<file path="src/rtl/dma_chan_pkg.sv">
package dma_chan_pkg;

   localparam int unsigned DW = 32;

   // register indices
   localparam logic [2:0] A_CTRL = 3'd0;
   localparam logic [2:0] A_STAT = 3'd1;
   localparam logic [2:0] A_MPTR = 3'd2;
   localparam logic [2:0] A_PPTR = 3'd3;
   localparam logic [2:0] A_MSEQ = 3'd4;
   localparam logic [2:0] A_PSEQ = 3'd5;

   // control word bit positions
   localparam int unsigned C_EN     = 31;
   localparam int unsigned C_IE     = 30;
   localparam int unsigned C_HOLD   = 29;
   localparam int unsigned C_DIR    = 28;
   localparam int unsigned C_ONCE   = 27;
   localparam int unsigned C_FLOW   = 21;
   localparam int unsigned C_SEL_LO = 16;
   localparam int unsigned C_CNT_LO = 2;

   // status word bit positions
   localparam int unsigned S_BUSY = 31;
   localparam int unsigned S_PEND = 30;
   localparam int unsigned S_HALT = 29;
   localparam int unsigned S_PING = 28;

   // memory sequence word: split (double buffer) select
   localparam int unsigned Q_SPLIT = 19;

   typedef enum logic [1:0] {
      PH_IDLE = 2'd0,
      PH_RD   = 2'd1,
      PH_WR   = 2'd2
   } phase_t;

endpackage

</file>
<file path="src/rtl/dma_chan_regs.sv">
module dma_chan_regs
   import dma_chan_pkg::*;
#(
   parameter int unsigned AW = 32,
   parameter int unsigned CW = 14,
   parameter int unsigned SW = 5
) (
   input  logic          clk_i,
   input  logic          rst_ni,
   input  logic          wr_i,
   input  logic [2:0]    waddr_i,
   input  logic [DW-1:0] wdata_i,
   input  logic          pass_end_i,
   output logic          en_o,
   output logic          ie_o,
   output logic          hold_o,
   output logic          dir_o,
   output logic          once_o,
   output logic          flow_o,
   output logic [SW-1:0] sel_o,
   output logic [CW-1:0] cnt_o,
   output logic [CW-1:0] cnt_eff_o,
   output logic          start_o,
   output logic          stop_o,
   output logic          pend_o,
   output logic          split_o,
   output logic [AW-1:0] mptr_o,
   output logic [AW-1:0] pptr_o,
   output logic [DW-1:0] mseq_o,
   output logic [DW-1:0] pseq_o
);

   logic wr_ctrl, wr_stat, wr_mptr, wr_pptr, wr_mseq, wr_pseq;

   always_comb begin
      wr_ctrl = wr_i && (waddr_i == A_CTRL);
      wr_stat = wr_i && (waddr_i == A_STAT);
      wr_mptr = wr_i && (waddr_i == A_MPTR);
      wr_pptr = wr_i && (waddr_i == A_PPTR);
      wr_mseq = wr_i && (waddr_i == A_MSEQ);
      wr_pseq = wr_i && (waddr_i == A_PSEQ);
   end

   assign start_o   = wr_ctrl &&  wdata_i[C_EN] && !en_o;
   assign stop_o    = wr_ctrl && !wdata_i[C_EN] &&  en_o;
   assign cnt_eff_o = wr_ctrl ? wdata_i[C_CNT_LO +: CW] : cnt_o;
   assign split_o   = mseq_o[Q_SPLIT];

   always_ff @(posedge clk_i or negedge rst_ni) begin
      if (!rst_ni) begin
         en_o   <= 1'b0;
         ie_o   <= 1'b0;
         hold_o <= 1'b0;
         dir_o  <= 1'b0;
         once_o <= 1'b0;
         flow_o <= 1'b0;
         sel_o  <= '0;
         cnt_o  <= '0;
      end else if (wr_ctrl) begin
         en_o   <= wdata_i[C_EN];
         ie_o   <= wdata_i[C_IE];
         hold_o <= wdata_i[C_HOLD];
         dir_o  <= wdata_i[C_DIR];
         once_o <= wdata_i[C_ONCE];
         flow_o <= wdata_i[C_FLOW];
         sel_o  <= wdata_i[C_SEL_LO +: SW];
         cnt_o  <= wdata_i[C_CNT_LO +: CW];
      end else if (pass_end_i && once_o) begin
         en_o   <= 1'b0;
      end
   end

   always_ff @(posedge clk_i or negedge rst_ni) begin
      if (!rst_ni)                          pend_o <= 1'b0;
      else if (pass_end_i)                  pend_o <= 1'b1;
      else if (wr_stat && wdata_i[S_PEND])  pend_o <= 1'b0;
   end

   always_ff @(posedge clk_i or negedge rst_ni) begin
      if (!rst_ni) begin
         mptr_o <= '0;
         pptr_o <= '0;
         mseq_o <= '0;
         pseq_o <= '0;
      end else begin
         if (wr_mptr) mptr_o <= {wdata_i[AW-1:2], 2'b00};
         if (wr_pptr) pptr_o <= {wdata_i[AW-1:2], 2'b00};
         if (wr_mseq) mseq_o <= wdata_i;
         if (wr_pseq) pseq_o <= wdata_i;
      end
   end

endmodule

</file>
<file path="src/rtl/dma_chan_flow.sv">
module dma_chan_flow #(
   parameter int unsigned NREQ     = 32,
   parameter int unsigned SW       = 5,
   parameter bit          HAS_FLOW = 1'b1
) (
   input  logic            flow_i,
   input  logic [SW-1:0]   sel_i,
   input  logic [NREQ-1:0] dreq_i,
   output logic            ok_o
);

   localparam int unsigned NEXT = 1 << SW;

   generate
      if (HAS_FLOW) begin : g_flow
         logic [NEXT-1:0] dreq_ext;
         always_comb begin
            dreq_ext             = '0;
            dreq_ext[NREQ-1:0]   = dreq_i;
            ok_o                 = !flow_i || dreq_ext[sel_i];
         end
      end else begin : g_free
         logic unused;
         assign unused = flow_i ^ (^sel_i) ^ (^dreq_i);
         assign ok_o   = 1'b1;
      end
   endgenerate

endmodule

</file>
<file path="src/rtl/dma_chan_mover.sv">
module dma_chan_mover
   import dma_chan_pkg::*;
#(
   parameter int unsigned AW = 32,
   parameter int unsigned CW = 14
) (
   input  logic          clk_i,
   input  logic          rst_ni,
   input  logic          start_i,
   input  logic          stop_i,
   input  logic          go_i,
   input  logic          src_ok_i,
   input  logic          once_i,
   input  logic          split_i,
   input  logic          dir_i,
   input  logic [AW-1:0] mptr_sh_i,
   input  logic [AW-1:0] pptr_sh_i,
   input  logic [CW-1:0] cnt_i,
   input  logic          mem_ack_i,
   input  logic [DW-1:0] mem_rdata_i,
   input  logic          per_ack_i,
   input  logic [DW-1:0] per_rdata_i,
   output logic          mem_req_o,
   output logic          mem_we_o,
   output logic [AW-1:0] mem_addr_o,
   output logic [DW-1:0] mem_wdata_o,
   output logic          per_req_o,
   output logic          per_we_o,
   output logic [AW-1:0] per_addr_o,
   output logic [DW-1:0] per_wdata_o,
   output logic          busy_o,
   output logic          ping_o,
   output logic [CW-1:0] rem_o,
   output logic          pass_end_o
);

   localparam logic [AW-1:0] STEP = AW'(4);

   phase_t        ph;
   logic [AW-1:0] ma, pa;
   logic [CW-1:0] lcnt;
   logic [DW-1:0] data_q;
   logic          src_req, dst_req, src_ack, dst_ack, beat_done;
   logic [DW-1:0] src_data;

   always_comb begin
      src_req    = go_i && (ph == PH_RD) && src_ok_i;
      dst_req    = go_i && (ph == PH_WR);
      src_ack    = dir_i ? mem_ack_i   : per_ack_i;
      dst_ack    = dir_i ? per_ack_i   : mem_ack_i;
      src_data   = dir_i ? mem_rdata_i : per_rdata_i;
      mem_req_o  = dir_i ? src_req : dst_req;
      per_req_o  = dir_i ? dst_req : src_req;
      mem_we_o   = !dir_i && dst_req;
      per_we_o   =  dir_i && dst_req;
      beat_done  = dst_req && dst_ack;
      pass_end_o = beat_done && (rem_o == '0);
   end

   assign mem_addr_o  = ma;
   assign per_addr_o  = pa;
   assign mem_wdata_o = data_q;
   assign per_wdata_o = data_q;

   always_ff @(posedge clk_i or negedge rst_ni) begin
      if (!rst_ni) begin
         ph     <= PH_IDLE;
         ma     <= '0;
         pa     <= '0;
         lcnt   <= '0;
         rem_o  <= '0;
         data_q <= '0;
         busy_o <= 1'b0;
         ping_o <= 1'b0;
      end else if (stop_i) begin
         ph     <= PH_IDLE;
         busy_o <= 1'b0;
         ping_o <= 1'b0;
      end else if (start_i) begin
         ph     <= PH_RD;
         busy_o <= 1'b1;
         ping_o <= 1'b0;
         ma     <= mptr_sh_i;
         pa     <= pptr_sh_i;
         rem_o  <= cnt_i;
         lcnt   <= cnt_i;
      end else if (src_req && src_ack) begin
         data_q <= src_data;
         ph     <= PH_WR;
      end else if (beat_done) begin
         ph <= PH_RD;
         if (rem_o != '0) begin
            rem_o <= rem_o - 1'b1;
            ma    <= ma + STEP;
            pa    <= pa + STEP;
         end else if (once_i) begin
            ph     <= PH_IDLE;
            busy_o <= 1'b0;
            ma     <= ma + STEP;
            pa     <= pa + STEP;
         end else if (split_i && !ping_o) begin
            ping_o <= 1'b1;
            rem_o  <= lcnt;
            ma     <= ma + STEP;
            pa     <= pa + STEP;
         end else begin
            ping_o <= 1'b0;
            ma     <= mptr_sh_i;
            pa     <= pptr_sh_i;
            rem_o  <= cnt_i;
            lcnt   <= cnt_i;
         end
      end
   end

endmodule

</file>
<file path="src/rtl/dma_chan.sv">
module dma_chan
   import dma_chan_pkg::*;
#(
   parameter int unsigned AW       = 32,
   parameter int unsigned CW       = 14,
   parameter int unsigned NREQ     = 32,
   parameter bit          HAS_FLOW = 1'b1
) (
   input  logic            clk_i,
   input  logic            rst_ni,
   input  logic            reg_wr_i,
   input  logic [2:0]      reg_waddr_i,
   input  logic [31:0]     reg_wdata_i,
   input  logic [2:0]      reg_raddr_i,
   output logic [31:0]     reg_rdata_o,
   input  logic            gen_en_i,
   input  logic [NREQ-1:0] dreq_i,
   output logic            mem_req_o,
   output logic            mem_we_o,
   output logic [AW-1:0]   mem_addr_o,
   output logic [31:0]     mem_wdata_o,
   input  logic            mem_ack_i,
   input  logic [31:0]     mem_rdata_i,
   output logic            per_req_o,
   output logic            per_we_o,
   output logic [AW-1:0]   per_addr_o,
   output logic [31:0]     per_wdata_o,
   input  logic            per_ack_i,
   input  logic [31:0]     per_rdata_i,
   output logic            irq_o
);

   localparam int unsigned SW = (NREQ > 1) ? $clog2(NREQ) : 1;

   generate
      if (AW < 8 || AW > 32) begin : g_bad_aw
         $error("dma_chan: AW must lie in 8..32");
      end
      if (CW < 1 || CW > 14) begin : g_bad_cw
         $error("dma_chan: CW must lie in 1..14");
      end
      if (NREQ < 2 || NREQ > 32) begin : g_bad_nreq
         $error("dma_chan: NREQ must lie in 2..32");
      end
   endgenerate

   logic          ctrl_en, ctrl_ie, ctrl_hold, ctrl_dir, ctrl_once, ctrl_flow;
   logic [SW-1:0] ctrl_sel;
   logic [CW-1:0] ctrl_cnt, cnt_eff, rem;
   logic          start, stop, pend, split, busy, ping, pass_end, src_ok;
   logic [AW-1:0] mptr_sh, pptr_sh;
   logic [31:0]   mseq, pseq;

   dma_chan_regs #(.AW(AW), .CW(CW), .SW(SW)) u_regs (
      .clk_i      (clk_i),
      .rst_ni     (rst_ni),
      .wr_i       (reg_wr_i),
      .waddr_i    (reg_waddr_i),
      .wdata_i    (reg_wdata_i),
      .pass_end_i (pass_end),
      .en_o       (ctrl_en),
      .ie_o       (ctrl_ie),
      .hold_o     (ctrl_hold),
      .dir_o      (ctrl_dir),
      .once_o     (ctrl_once),
      .flow_o     (ctrl_flow),
      .sel_o      (ctrl_sel),
      .cnt_o      (ctrl_cnt),
      .cnt_eff_o  (cnt_eff),
      .start_o    (start),
      .stop_o     (stop),
      .pend_o     (pend),
      .split_o    (split),
      .mptr_o     (mptr_sh),
      .pptr_o     (pptr_sh),
      .mseq_o     (mseq),
      .pseq_o     (pseq)
   );

   dma_chan_flow #(.NREQ(NREQ), .SW(SW), .HAS_FLOW(HAS_FLOW)) u_flow (
      .flow_i (ctrl_flow),
      .sel_i  (ctrl_sel),
      .dreq_i (dreq_i),
      .ok_o   (src_ok)
   );

   dma_chan_mover #(.AW(AW), .CW(CW)) u_mover (
      .clk_i       (clk_i),
      .rst_ni      (rst_ni),
      .start_i     (start),
      .stop_i      (stop),
      .go_i        (gen_en_i),
      .src_ok_i    (src_ok),
      .once_i      (ctrl_once),
      .split_i     (split),
      .dir_i       (ctrl_dir),
      .mptr_sh_i   (mptr_sh),
      .pptr_sh_i   (pptr_sh),
      .cnt_i       (cnt_eff),
      .mem_ack_i   (mem_ack_i),
      .mem_rdata_i (mem_rdata_i),
      .per_ack_i   (per_ack_i),
      .per_rdata_i (per_rdata_i),
      .mem_req_o   (mem_req_o),
      .mem_we_o    (mem_we_o),
      .mem_addr_o  (mem_addr_o),
      .mem_wdata_o (mem_wdata_o),
      .per_req_o   (per_req_o),
      .per_we_o    (per_we_o),
      .per_addr_o  (per_addr_o),
      .per_wdata_o (per_wdata_o),
      .busy_o      (busy),
      .ping_o      (ping),
      .rem_o       (rem),
      .pass_end_o  (pass_end)
   );

   always_comb begin
      reg_rdata_o = '0;
      unique case (reg_raddr_i)
         A_CTRL: begin
            reg_rdata_o[C_EN]              = ctrl_en;
            reg_rdata_o[C_IE]              = ctrl_ie;
            reg_rdata_o[C_HOLD]            = ctrl_hold;
            reg_rdata_o[C_DIR]             = ctrl_dir;
            reg_rdata_o[C_ONCE]            = ctrl_once;
            reg_rdata_o[C_FLOW]            = ctrl_flow;
            reg_rdata_o[C_SEL_LO +: SW]    = ctrl_sel;
            reg_rdata_o[C_CNT_LO +: CW]    = ctrl_cnt;
         end
         A_STAT: begin
            reg_rdata_o[S_BUSY]            = busy;
            reg_rdata_o[S_PEND]            = pend;
            reg_rdata_o[S_HALT]            = busy && !gen_en_i;
            reg_rdata_o[S_PING]            = ping;
            reg_rdata_o[C_CNT_LO +: CW]    = rem;
         end
         A_MPTR:  reg_rdata_o[AW-1:0] = mptr_sh;
         A_PPTR:  reg_rdata_o[AW-1:0] = pptr_sh;
         A_MSEQ:  reg_rdata_o = mseq;
         A_PSEQ:  reg_rdata_o = pseq;
         default: reg_rdata_o = '0;
      endcase
   end

   assign irq_o = pend && ctrl_ie;

endmodule

</file>
<file path="config.mk">
export PLATFORM = sky130hd
export DESIGN_NAME = dma_chan
export DESIGN_NICKNAME = d
export VERILOG_FILES = /design/src/rtl/dma_chan_pkg.sv /design/src/rtl/dma_chan_regs.sv /design/src/rtl/dma_chan_flow.sv /design/src/rtl/dma_chan_mover.sv /design/src/rtl/dma_chan.sv
export SDC_FILE = /design/constraint.sdc
export NUM_CORES = 1
export LEC_CHECK = 0
export BUFFER_PORTS_ARGS = -buffer_cell sky130_fd_sc_hd__buf_2
export CAP_MARGIN = 20
export CORE_MARGIN = 4
export CORE_UTILIZATION = 40
export CTS_BUF_LIST = sky130_fd_sc_hd__clkbuf_4 sky130_fd_sc_hd__clkbuf_8 sky130_fd_sc_hd__clkbuf_16
export CTS_CLUSTER_SIZE = 30
export DETAILED_ROUTE_END_ITERATION = 7
export MAX_ROUTING_LAYER = met4
export PLACE_DENSITY = 0.62
export SYNTH_ARGS = -nofsm -noshare
export SYNTH_HDL_FRONTEND = slang
export SYNTH_SLANG_ARGS = --single-unit
</file>
<file path="constraint.sdc">
create_clock -name clk_i -period 5.05 [get_ports clk_i]
set_input_delay 0.2525 -clock clk_i [delete_from_list [all_inputs] [get_ports clk_i]]
set_output_delay 0.2525 -clock clk_i [all_outputs]
set_load 0.01 [all_outputs]
</file>
==> summary.md, run 1 <==
| Metric | Value |
|---|---|
| Placer congestion estimate | `about 0.94` |
| Post-DRT Antenna Nets | `0` |
| Max Clk Rate | `between 0.2 and 0.3 GHz` |
| Area of the multi-input gates | `6970 sq um` |
| Std-Cell Rows | `69` |
| Post-synth top flop | `dfrtp_1` |
| Vias | `approximately 13000` |
| Post-synth EDFFs | `0` |
| PwrDens | `~470 nW/um^2` |
| Number of global-route vias before repair | `between 10000 and 15000` |
| Starting Density | `40.8%` |
| First-pass GRT wire length | `about 74000 um` |
| Pre-Repair DR Iteration Count | `6` |
| Longest Clk Path Bufs | `3` |
| Residual DRC | `0` |
| Synthesis Warnings | `0` |
| Fillers | `around 3300` |
| FF-to-FF End | `u_mover.mem_addr_o[29]$_DFFE_PN0P_` |
| Final Cycle Share | `about two thirds` |
| Synthesized instance count | `approximately 1400` |
| Post-synth ARST share | `100%` |
| CTS tree | `built` |
| Die H | `199 um` |
| Num ports | `about 310` |
| Yosys cell types | `between 70 and 80` |
| Register bit total from synthesis | `274` |
| First DRT Iteration DRCs | `~1200` |
| Leakage | `about 0.008 uW` |
| Crit path DAT | `~3.8 ns` |
| Initial antenna violation count | `2` |
| Synth area leaders | `dfrtp_1 47%, mux2_2 15%, a22oi_1 3.9%` |
| WL/cell | `roughly 23 um` |
| # setup viols final | `0` |
| Cell taking the most area after synthesis | `dfrtp_1` |
| Flop2flop setup slack | `roughly 1.7 ns` |
| Synthesized cell area | `14600 sq um` |
| Crit end category | `flop` |
| GRT Total Usage | `approximately a quarter` |
| Total CTS buffers | `31` |
| Worst-Margin Slew | `1.01 ns` |
| Insertion delay to the later sink of the worst-skew pair | `a little under 0.6 ns` |
| Hold_sp | `reg_wdata_i[4]` |
| Area Overhead vs Synth | `20.9%` |
| Port bufs | `300` |
| Slew Limit Headroom | `between 30% and 40%` |
| Layout cells sized above 1 | `~36%` |
| Hold buffers post-CTS | `24` |
| WHS Endpoint | `u_regs.mseq_o[4]$_DFFE_PN0P_` |
| Width of the die | `a little under 200 um` |
| Hold WS | `approximately 0.030 ns` |
| Worst endpoint required time | `5.50 ns` |
| Clock Sinks | `around 270` |
| Pin count of the biggest net entering global routing | `approximately 140` |
| Seq/Total Area, Yosys | `47.0%` |
| Hold depth | `2` |
| Clock Skew | `a little under 0.03 ns` |
| Max-slew violation count | `0` |
| Reg area | `slightly below 7000 sq um` |
| Max Fanout on Critical Path | `23` |
| Critical Path Start Type | `flop` |
| Setup TNS | `0 ns` |
| Average footprint of a synthesized cell | `around 10 sq um` |
| Post-CTS setup buffers | `0` |
| Worst r2r src | `u_mover.rem_o[11]$_DFFE_PN0P_` |
| Hold Vio Cnt, Final | `0` |
| Htree depth | `1` |
| Most numerous cell in the Yosys netlist | `dfrtp_1` |
| Resize count post-CTS | `0` |
| Die area | `between 30000 and 40000 sq um` |
| Reg2Reg Depth | `6` |
| Maxcap violations | `0` |
| DRT Wirelength | `between 40000 and 50000 um` |
| Maximum VDD drop | `286 uV` |
| WS Path Type | `reg -> reg` |
| Area share of the largest cell type after synthesis | `between 40% and 50%` |
| Hold crit path type | `in -> reg` |
| Post-DP HPWL | `about 34000 um` |
| Tmin final | `between 3 and 4 ns` |
| RSZ-0062 raised after global routing | `no` |
| Status | `finished, final reports clean` |
| Root Driver | `clkbuf_16` |
| Total Nets Final | `1787` |
| Core Region | `around 36000 sq um` |
| Grt ovf | `0` |
| Vias per cell | `between 5 and 6` |
| Worst-path clk slew | `~0.06 ns` |
| Most frequent cells after synthesis | `274 x dfrtp_1, 190 x mux2_2, 127 x nand2_1` |
cell families (layout without fill, tap and decap cells):
group                    after synthesis  count (layout)  synth area share [%]
buffers and inverters                167             441                  5.74
AO/OA/AOI/OAI                        350             350                  16.4
AND/OR/NAND/NOR                      365             365                  12.4
flip-flops                           274             274                  47.0
adder cells (fa/ha/maj)                3               3                 0.257
other                                  1               6                0.0257
XOR/XNOR                               6               6                 0.360
multiplexers                         226             226                  17.8
placed cells by master (no fill, tap or decap), drive strengths merged, types with 7 or more instances in the layout:
master / instances
a21oi: 82
a221o: 7
a22o: 9
a22oi: 75
a2bb2oi: 25
a31oi: 11
and2: 9
and3: 11
buf: 320
clkbuf: 43
dfrtp: 274
dlygate4sd3: 24
inv: 39
mux2: 190
mux2i: 28
mux4: 8
nand2: 128
nand3: 79
nand4: 27
nor2: 52
nor2b: 7
nor3: 16
nor4: 9
o211ai: 7
o21ai: 60
o22a: 9
o22ai: 23
critical path, stage by stage, from the launching register on:
cell and delay (ns):
dfrtp_1 0.47, or3_1 0.49, nor3_1 0.42, nand3_2 0.50
nand2_1 0.87, o21ai_0 0.21, a22o_1 0.28
layout make-up:
| type | count | share of cell area (%) |
|---|---|---|
| antenna | 2 | 0.0284 |
| clock buffer | 42 | 5.19 |
| clock inverter | 16 | 1.37 |
| inverter | 38 | 0.809 |
| multi-input combinational | 954 | 39.5 |
| sequential | 274 | 38.9 |
| tap | 461 | 3.27 |
| timing repair buffer | 345 | 10.9 |
stage by stage:
stage	instances	setup WS, ns	power [uW]	utilization (%)	area, sq um
after floorplan	1395	2.74	4870	-	14600
after global placement	2047	1.79	5700	45.4	16200
after detailed placement	2047	1.69	5760	45.4	16200
after CTS	2129	1.65	8320	49.3	17600
after global routing	2132	1.55	8710	49.3	17600
final	2132	1.68	8260	49.3	17600
registers in the layout, indices dropped and copies added, names as in the netlist, 2 cells and up:
name                 count
u_mover.mem_addr_o      30
u_mover.mem_wdata_o     32
u_mover.per_addr_o      30
u_regs.mptr_o           30
u_mover.ph               2
u_mover.lcnt            14
u_regs.sel_o             5
u_mover.rem_o           14
u_regs.mseq_o           32
u_regs.pptr_o           30
u_regs.cnt_o            14
u_regs.pseq_o           32
metal layers:
layer	wire (um)	GRT usage, %	vias up
met5	0	-	-
met1	20800	33.6	6376
met3	3650	3.42	59
met4	1080	5.75	0
met2	22900	38.6	581
li1	-	-	5660
how the worst max path moves through the flow:
stage                             startpoint                                 end  depth (start not counted)
2_1_floorplan   u_mover.rem_o[3]$_DFFE_PN0P_        u_mover.rem_o[5]$_DFFE_PN0P_                          7
3_3_place_gp   u_mover.rem_o[11]$_DFFE_PN0P_  u_mover.mem_addr_o[27]$_DFFE_PN0P_                          6
3_5_place_dp   u_mover.rem_o[11]$_DFFE_PN0P_  u_mover.mem_addr_o[29]$_DFFE_PN0P_                          6
4_1_cts        u_mover.rem_o[11]$_DFFE_PN0P_  u_mover.mem_addr_o[29]$_DFFE_PN0P_                          6
5_1_grt        u_mover.rem_o[11]$_DFFE_PN0P_  u_mover.mem_addr_o[16]$_DFFE_PN0P_                          6
6_report       u_mover.rem_o[11]$_DFFE_PN0P_  u_mover.mem_addr_o[29]$_DFFE_PN0P_                          6
where the power goes:
group          switching, uW  leakage, uW  total [uW]  internal, uW
registers                692      0.00336        3500          2810
clock network            935     0.000569        2500          1570
logic                   1180      0.00401        2260          1070
total                   2810      0.00794        8260          5450
(Power assumes the default switching activity.)
==> inputs of run 2 (changes only) <==
==> constraint.sdc (replaced) <==
create_clock -name clk_i -period 3.37 [get_ports clk_i]
set_input_delay 0.1685 -clock clk_i [delete_from_list [all_inputs] [get_ports clk_i]]
set_output_delay 0.1685 -clock clk_i [all_outputs]
set_load 0.01 [all_outputs]
==> run 2 against run 1 <==
Power rose by 54%. Combinational power is 60% higher. Largest cell class unchanged. Register-to-register slack worse by 1.2 ns. Die area unchanged. Sequential power rose by 50%. Sequential cell count did not move. Hold slack worse by 0.0043 ns.
==> summary.md, run 2 (same netlist as run 1, synthesis figures left out) <==
| Metric | Value |
|---|---|
| Status | `finished, final reports clean` |
| DRT Wirelength | `50200 um` |
| Net Sw Frac | `about a third` |
| GRT Total Usage | `25.3%` |
| P_int | `~8400 uW` |
| Setup TNS | `0 ns` |
| Seq pwr share | `between 40% and 50%` |
| CTS tree | `built` |
| Pwr Total | `between 10000 and 15000 uW` |
| Layout cells sized above 1 | `between 30% and 40%` |
| GR met3 Demand/Resource | `under 10%` |
| Max Clk Rate | `0.326 GHz` |
| Commonest non-fill, non-tap cell in the layout | `buf_2` |
| # setup viols final | `0` |
| Core Region | `around 36000 sq um` |
| WS Path Type | `reg -> out` |
| Leakage | `roughly 0.0084 uW` |
| Worst-Margin Slew | `about 1.1 ns` |
| Width of the die | `around 200 um` |
| WL/cell | `between 20 and 25 um` |
| First DRT Iteration DRCs | `about 1200` |
| Critical Path Start Type | `flop` |
| Net Sw Power | `around 4300 uW` |
| Max Fanout on Critical Path | `10` |
| Tmin final | `a little over 3 ns` |
| Crit path DAT | `approximately 2.9 ns` |
| Placer congestion estimate | `between 0.9 and 1` |
| Total Nets Final | `1873` |
| Post-DRT Antenna Nets | `0` |
| Initial antenna violation count | `2` |
| Pin count of the biggest net entering global routing | `just under 100` |
| Hold crit path type | `in -> reg` |
| First-pass GRT wire length | `roughly 77000 um` |
| Clock Skew | `around 0.024 ns` |
| Met1 Use GR | `a little over a third` |
| RSZ-0062 raised after global routing | `no` |
| GR peak layer | `met2` |
| Slew Limit Headroom | `~30%` |
| Fin cells | `2218` |
| Post-DP HPWL | `approximately 35000 um` |
| Placed Cells | `about 2100` |
| Slack of the critical path | `0.303 ns` |
| Die area | `around 40000 sq um` |
| Clock Sinks | `274` |
| Hold buffers post-CTS | `94` |
| Largest stage delay, worst path | `0.69 ns` |
| Root Driver | `clkbuf_16` |
| Max-slew violation count | `0` |
| Num ports | `between 300 and 400` |
| Die H | `between 150 and 200 um` |
| CP top delay family | `flip-flops` |
| Final Cycle Share | `approximately nine tenths` |
| Area Overhead vs Synth | `27.2%` |
| Std-Cell Rows | `a little under 70` |
| Maxcap violations | `0` |
| Htree depth | `1` |
| Resize count post-CTS | `0` |
| M2 GR Usage | `roughly two fifths` |
| Combinational power share | `28.4%` |
| Slowest CP cell | `dfrtp_1` |
| Pre-CTS setup slack | `between 0.4 and 0.5 ns` |
| Design Area, Final | `18500 sq um` |
| Starting Density | `between 40% and 50%` |
| Vias | `roughly 13000` |
| Hold Vio Cnt, Final | `0` |
| Residual DRC | `0` |
| Post-Place Cell Area | `approximately 16000 sq um` |
| Port bufs | `300` |
| Pre-Repair DR Iteration Count | `7` |
| Clock power share | `30.4%` |
| Number of global-route vias before repair | `about 13000` |
| Worst endpoint required time | `3.20 ns` |
| Vias per cell | `approximately 5.9` |
| Worst-path clk slew | `around 0.06 ns` |
| Maximum VDD drop | `453 uV` |
| Buf/Inv on CP | `1` |
| Crit end category | `output port` |
| Worst path cell trace | `mux4_2, a311oi_1, nand3_1, nand4b_1, mux2i_1, and2_1, buf_2` |
| Post-CTS setup buffers | `0` |
| PwrDens | `between 600 and 700 nW/um^2` |
| Longest Clk Path Bufs | `3` |
| Grt ovf | `0` |
| Insertion delay to the later sink of the worst-skew pair | `between 0.5 and 0.6 ns` |
| Most frequent cells in the layout | `299 x buf_2, 273 x dfrtp_1, 190 x mux2_2` |
| Total CTS buffers | `31` |
-- run 2: cell types whose count changed in the layout (fill, tap and decap cells not counted), sizes merged --
cell	before	now
dlygate4sd3	24	94
buf	320	337
bufinv	6	7
clkbuf	43	42
clkinv	6	5
-- run 2: power by group through the flow --
stage	Clock, uW	Sequential [uW]	Combinational [uW]
floorplan	0	5060	2230
global placement	0	5230	3420
detailed placement	0	5250	3460
CTS	3920	5210	3610
global route	4060	5360	3930
finish	3850	5240	3610
-- run 2: layout make-up --
class                           count  area [sq um]
Fill cell                        3241         17200
Antenna cell                        2          5.00
Timing Repair Buffer              431          2820
Tap cell                          461           577
Clock inverter                     16           267
Sequential cell                   274          6860
Multi-Input combinational cell    954          6970
Clock buffer                       42           908
Inverter                           38           143
-- run 2: path summary, 6_finish.rpt --
path	from	endpoint	slack [ns]	cells past startpoint
worst max register to register	u_regs.sel_o[0]$_DFFE_PN0N_	u_mover.mem_wdata_o[14]$_DFFE_PN0P_	0.53	6
max in group asynchronous	rst_ni	u_regs.mseq_o[11]$_DFFE_PN0P_	2.10	3
min in group asynchronous	rst_ni	u_regs.pseq_o[1]$_DFFE_PN0P_	0.20	2
worst min-delay path	mem_rdata_i[31]	u_mover.mem_wdata_o[31]$_DFFE_PN0P_	0.03	3
worst max-delay path	u_regs.sel_o[0]$_DFFE_PN0N_	mem_req_o	0.30	7
worst min register to register	u_regs.hold_o$_DFFE_PN0N_	u_regs.hold_o$_DFFE_PN0N_	0.48	2
-- run 2: stage by stage --
step	utilization, %	hold slack [ns]
4_1_cts	51.9	0.00482
5_1_grt	51.9	0.00329
6_report	51.9	0.0253
2_1_floorplan	-	-0.127
3_5_place_dp	45.9	0.273
3_3_place_gp	45.9	0.265
-- run 2: metal layers --
layer	share of wire [%]	vias up
met2	48	620
met3	7.3	64
met4	2.0	0
met1	43	6543
met5	0	-
li1	-	5819
-- run 2: worst reg2reg max path: cells and delay by family, from the launching register on --
family	cells	cell delay [ns]
multiplexers	2	0.78
AND/OR/NAND/NOR	3	1.15
flip-flops	1	0.69
AO/OA/AOI/OAI	1	0.10
